<file path="src/rtl/pin_shifter.sv">
module pin_shifter #(
  parameter int W         = 8,
  parameter int NB        = 8,
  parameter int SETUP_CYC = 2,
  parameter int HIGH_CYC  = 2
) (
  input  logic          clk,
  input  logic          rst_n,
  input  logic          cfg_wr,
  input  logic [2*W:0]  cfg_word,
  input  logic [W-1:0]  wr_ok_mask,
  input  logic [W-1:0]  out_dir,
  input  logic [W-1:0]  shadow_in,
  input  logic          in_valid,
  input  logic [NB-1:0] in_data,
  output logic          in_ready,
  output logic [W-1:0]  port_out,
  output logic          cfg_err,
  output logic          wr_err
);
  localparam int MAXC = (SETUP_CYC > HIGH_CYC) ? SETUP_CYC : HIGH_CYC;
  localparam int CW   = $clog2(MAXC + 1);
  localparam int BW   = $clog2(NB);

  typedef enum logic [1:0] {S_IDLE, S_LO, S_SU, S_HI} st_t;
  st_t st;

  logic [W-1:0]  cm, dm;
  logic          msb;
  logic          clk_lvl, dat_lvl;
  logic [NB-1:0] sreg;
  logic [BW-1:0] bcnt;
  logic [CW-1:0] cnt;

  wire [W-1:0] cw_clk = cfg_word[W-1:0];
  wire [W-1:0] cw_dat = cfg_word[2*W-1:W];
  wire cfg_ok = (|(cw_clk & wr_ok_mask)) && (|(cw_dat & wr_ok_mask)) &&
                (|(cw_clk & out_dir))    && (|(cw_dat & out_dir));
  wire idle   = (st == S_IDLE);
  wire busy   = !idle;
  wire armed  = (|cm) && (|dm);
  wire cur_bit = msb ? sreg[NB-1] : sreg[0];

  assign in_ready = idle && !cfg_wr;
  assign port_out = (shadow_in & ~(cm | dm)) | ({W{clk_lvl}} & cm) | ({W{dat_lvl}} & dm);

  always_ff @(posedge clk) begin
    if (!rst_n) begin
      st      <= S_IDLE;
      cm      <= '0;
      dm      <= '0;
      msb     <= 1'b0;
      cfg_err <= 1'b0;
      wr_err  <= 1'b0;
      clk_lvl <= 1'b1;
      dat_lvl <= 1'b0;
      sreg    <= '0;
      bcnt    <= '0;
      cnt     <= '0;
    end else begin
      wr_err <= 1'b0;
      unique case (st)
        S_IDLE: begin
          if (cfg_wr) begin
            msb <= cfg_word[2*W];
            if (cfg_ok) begin
              cm      <= cw_clk;
              dm      <= cw_dat;
              cfg_err <= 1'b0;
            end else begin
              cm      <= '0;
              dm      <= '0;
              cfg_err <= 1'b1;
            end
          end else if (in_valid) begin
            if (armed) begin
              sreg    <= in_data;
              bcnt    <= '0;
              clk_lvl <= 1'b0;
              st      <= S_LO;
            end else begin
              wr_err <= 1'b1;
            end
          end
        end
        S_LO: begin
          dat_lvl <= cur_bit;
          cnt     <= CW'(SETUP_CYC - 1);
          st      <= S_SU;
        end
        S_SU: begin
          if (cnt == '0) begin
            clk_lvl <= 1'b1;
            cnt     <= CW'(HIGH_CYC - 1);
            st      <= S_HI;
          end else begin
            cnt <= cnt - 1'b1;
          end
        end
        S_HI: begin
          if (cnt == '0) begin
            if (bcnt == BW'(NB - 1)) begin
              st <= S_IDLE;
            end else begin
              clk_lvl <= 1'b0;
              bcnt    <= bcnt + 1'b1;
              sreg    <= msb ? (sreg << 1) : (sreg >> 1);
              st      <= S_LO;
            end
          end else begin
            cnt <= cnt - 1'b1;
          end
        end
        default: st <= S_IDLE;
      endcase
    end
  end
endmodule

</file>
<file path="config.mk">
export PLATFORM = sky130hd
export DESIGN_NAME = pin_shifter
export DESIGN_NICKNAME = d
export VERILOG_FILES = /design/src/rtl/pin_shifter.sv
export SDC_FILE = /design/constraint.sdc
export NUM_CORES = 1
export LEC_CHECK = 0
export BUFFER_PORTS_ARGS = -buffer_cell sky130_fd_sc_hd__buf_2
export CORE_UTILIZATION = 40
export DETAILED_ROUTE_END_ITERATION = 7
export PLACE_DENSITY = 0.7
export RECOVER_POWER = 50
export SKIP_CTS_REPAIR_TIMING = 1
export SLEW_MARGIN = 40
export SYNTH_ARGS = -nofsm -noshare
export SYNTH_HDL_FRONTEND = slang
export SYNTH_SLANG_ARGS = --single-unit
</file>
<file path="constraint.sdc">
create_clock -name clk -period 4.2 [get_ports clk]
set_input_delay 0.63 -clock clk [delete_from_list [all_inputs] [get_ports clk]]
set_output_delay 0.63 -clock clk [all_outputs]
set_load 0.01 [all_outputs]
</file>
==> PnR_summary.wiki <==
{| class="wikitable"
! Metric !! Value
|-
| Final Worst Setup Slack || 1.44 ns
|-
| Total DRC errors in the routed layout || 0
|-
| Met2 WL post-DR || 2220 um
|-
| Number of standard cells in the layout, taps in and fillers out || 339
|-
| Area of placed instances || 0.00233 mm2
|-
| Most common flop cell mapped by yosys || dfxtp_1
|-
| Final Wtd Congestion || 0.985
|-
| Maximum resistive drop on vdd || 0.155 mV
|-
| Max Clock Skew || 0.00507 ns
|-
| EDFF count, synth || 0
|-
| Via count of the first global-routing pass || 1727
|-
| Startpoint kind of the worst setup timing path || flop
|-
| Slowest stage cell on the critical path || and2_0
|-
| Die Area || 0.00526 mm2
|-
| Leading cell type by number of instances after synthesis || dfxtp_1
|-
| Max Transition Viols Final || 0
|-
| Number of sinks driven by the clock tree || 36
|-
| Count of boundary I/O pins || 64
|-
| Total leakage power || 1.02 nW
|-
| Max-cap violations || 0
|-
| Most frequent cells after synthesis || dfxtp_1 (36), nand2_1 (24), a22o_1 (16), a22oi_1 (16), mux2i_1 (16)
|-
| WP buf/inv || 0
|-
| Count of warnings emitted by yosys || 0
|-
| Sum of negative setup slack || 0 ns
|-
| CTS root buffer || clkbuf_8
|-
| Largest buffer count on any clock path || 2
|-
| Number of CTS-inserted buffers || 5
|-
| Final critical path time including I/O delays and setup || 2.76 ns
|-
| Area share of the largest cell type after synthesis || 0.362
|-
| Cell area after layout || 0.00240 mm2
|-
| Worst path required time || 4.40 ns
|-
| Area used by sequential logic in the layout || 721 um2
|-
| Clock H-tree levels || 2
|-
| CP Data Arrival Time || 2.96 ns
|-
| Count of different cell masters after synthesis || 36
|-
| Final total power || 0.000882 W
|-
| Start point of the critical path || st[0]
|-
| Number of flip-flops and latches in the synthesized netlist || 36
|-
| Pin count of the biggest net entering global routing || 33
|-
| Peak Freq || 0.362 GHz
|-
| Post-synthesis average cell area || 9.25 um2
|-
| Overall routed net length || 4970 um
|-
| Launching point of the worst reg2reg path || st[0]
|-
| Worst slew margin relative to its limit || 0.292
|-
| Worst skew pair latency || 0.29 ns
|-
| Vias per cell || 5.56
|-
| Final routed wire length divided by cell count || 14.7 um
|-
| Highest Signal Layer || met4
|-
| Grt ovf || 0
|-
| Peak per-stage delay on the critical path || 0.76 ns
|-
| Net count after synthesis || 277
|-
| Sequential cell area fraction in the yosys report || 0.362
|-
| Tot GR Track Use || 0.198
|-
| Final critical-path share of the clock period || 0.657
|-
| Dpl hpwl || 3700 um
|-
| Core ar. || 0.00475 mm2
|-
| Type of the worst setup path || flop to flop
|-
| Beginning of the worst hold path || bcnt[1]
|-
| Number of placed instances, taps included || 331
|-
| Peak fanout along the critical path || 25
|-
| Initial core utilization || 0.418
|-
| Cell count after synthesis || 215
|-
| Antenna violations before repair || 0
|-
| Fraction of layout cells with a size suffix above 1 || 0.232
|-
| Placement Setup Slack || 1.96 ns
|-
| TritonCTS clock tree || built
|-
| Hold Vio Cnt, Final || 0
|-
| Number of detailed-route iterations in the first pass || 4
|-
| Wire length on met1 || 2430 um
|-
| Top area cells in the synthesized netlist || dfxtp_1 (36%), mux2i_1 (8.1%), a22o_1 (7.0%), a22oi_1 (6.0%), ha_1 (5.7%)
|-
| Run status || finished, final reports clean
|-
| Antenna diode count || 0
|-
| Setup repair after global routing missed its margin || no
|-
| Async S/R FF share, synth || 0
|-
| CP Cell Sequence || ha_1 > nor2b_1 > nand2_1 > o21ai_0 > and2_0 > mux2i_1
|-
| Synthesis-to-layout area growth || 20.6%
|-
| Filler instances || 484
|-
| Vias || 1886
|-
| Met3 WL || 257 um
|-
| Class of the tightest hold or removal check || flop to flop
|-
| Area leader, netlist || dfxtp_1
|-
| Clock-pin slew reported for the worst setup and hold paths after clock tree synthesis || 0.07 ns
|-
| Floorplan die width || 72.5 um
|-
| Antenna viol nets, final || 0
|-
| Critical Path End Type || flop
|-
| Wire length of the first global-routing pass || 8150 um
|-
| Number of input and output port buffers inserted || 63
|-
| Actual slew at the worst max-slew pin || 1.06 ns
|-
| CP delay by family, top || simple AND/OR/NAND/NOR gates
|-
| Number of nets in the finished design || 333
|-
| Die H || 72.5 um
|-
| Total number of placement rows || 25
|-
| Initial DRC Count || 144
|-
| Power Dens Cells || 368 mW/mm2
|-
| Area used by multi-input combinational logic || 0.00117 mm2
|-
| Netlist Area Pre-Place || 0.00199 mm2
|-
| Final setup fails || 0
|}
through the flow:
step | hold WS (ns) | util
floorplan | 0.438 | -
global placement | 0.446 | 0.489
detailed placement | 0.459 | 0.489
CTS | 0.469 | 0.508
global route | 0.480 | 0.504
finish | 0.467 | 0.504
power by group:
| group | leakage (nW) | internal, W | switching, W |
|---|---|---|---|
| Sequential | 0.294 | 0.000375 | 0.0000415 |
| Clock | 0.0455 | 0.000134 | 0.000119 |
| Combinational | 0.684 | 0.000104 | 0.000109 |
| Total | 1.02 | 0.000613 | 0.000269 |
state kept, by name, summed over array words and instances, names as in the netlist:
register  count
dm            8
dat_lvl       1
clk_lvl       1
cnt           2
bcnt          3
cfg_err       1
wr_err        1
sreg          8
st            2
cm            8
msb           1
cells by family after synthesis:
logic type      count (synthesis)  synth area share
compound gates                 71             0.284
simple gates                   61             0.169
buf+inv                        22            0.0472
fa+ha+maj                       9            0.0566
mux                            16            0.0806
flops                          36             0.362
cell usage in the layout (no fill, tap or decap), drive strengths merged, types with 2 or more instances in the layout:
cell / n
inv: 8
mux2i: 16
a22o: 16
nand2: 24
a21oi: 8
a221o: 8
nand3b: 2
o21ai: 5
ha: 9
dfxtp: 36
o211ai: 7
nor2: 5
nor4: 4
o2111ai: 2
buf: 53
nand3: 5
nand4: 5
o211a: 3
clkbuf: 18
nor2b: 2
nor3b: 8
and2: 3
a22oi: 16
path summary, 6_finish.rpt:
kind / end / slack, ns / cells after the start
setup reg to reg: sreg[5] / 1.44 / 6
hold reg to reg: bcnt[1] / 0.47 / 2
hold / removal: bcnt[1] / 0.47 / 2
setup / recovery: sreg[5] / 1.44 / 6
worst register-to-register path, cell delays in order (launching register included):
cell     delay (ns)
dfxtp_1        0.44
ha_1           0.73
nor2b_1        0.26
nand2_1        0.07
o21ai_0        0.12
and2_0         0.76
mux2i_1        0.29
cell type report:
type / instances / share of cell area
Multi-Input combinational cell: 157 / 0.488
Sequential cell: 36 / 0.300
Timing Repair Buffer: 63 / 0.126
Clock buffer: 8 / 0.0376
Tap cell: 67 / 0.0350
Inverter: 8 / 0.0125
per-layer routing:
layer / global-route usage / vias up
li1: - / 937
met1: 0.276 / 882
met2: 0.300 / 60
met3: 0.0375 / 7
met4: 0.0784 / 0
met5: 0 / -
Power figures use the tool's default switching activity.
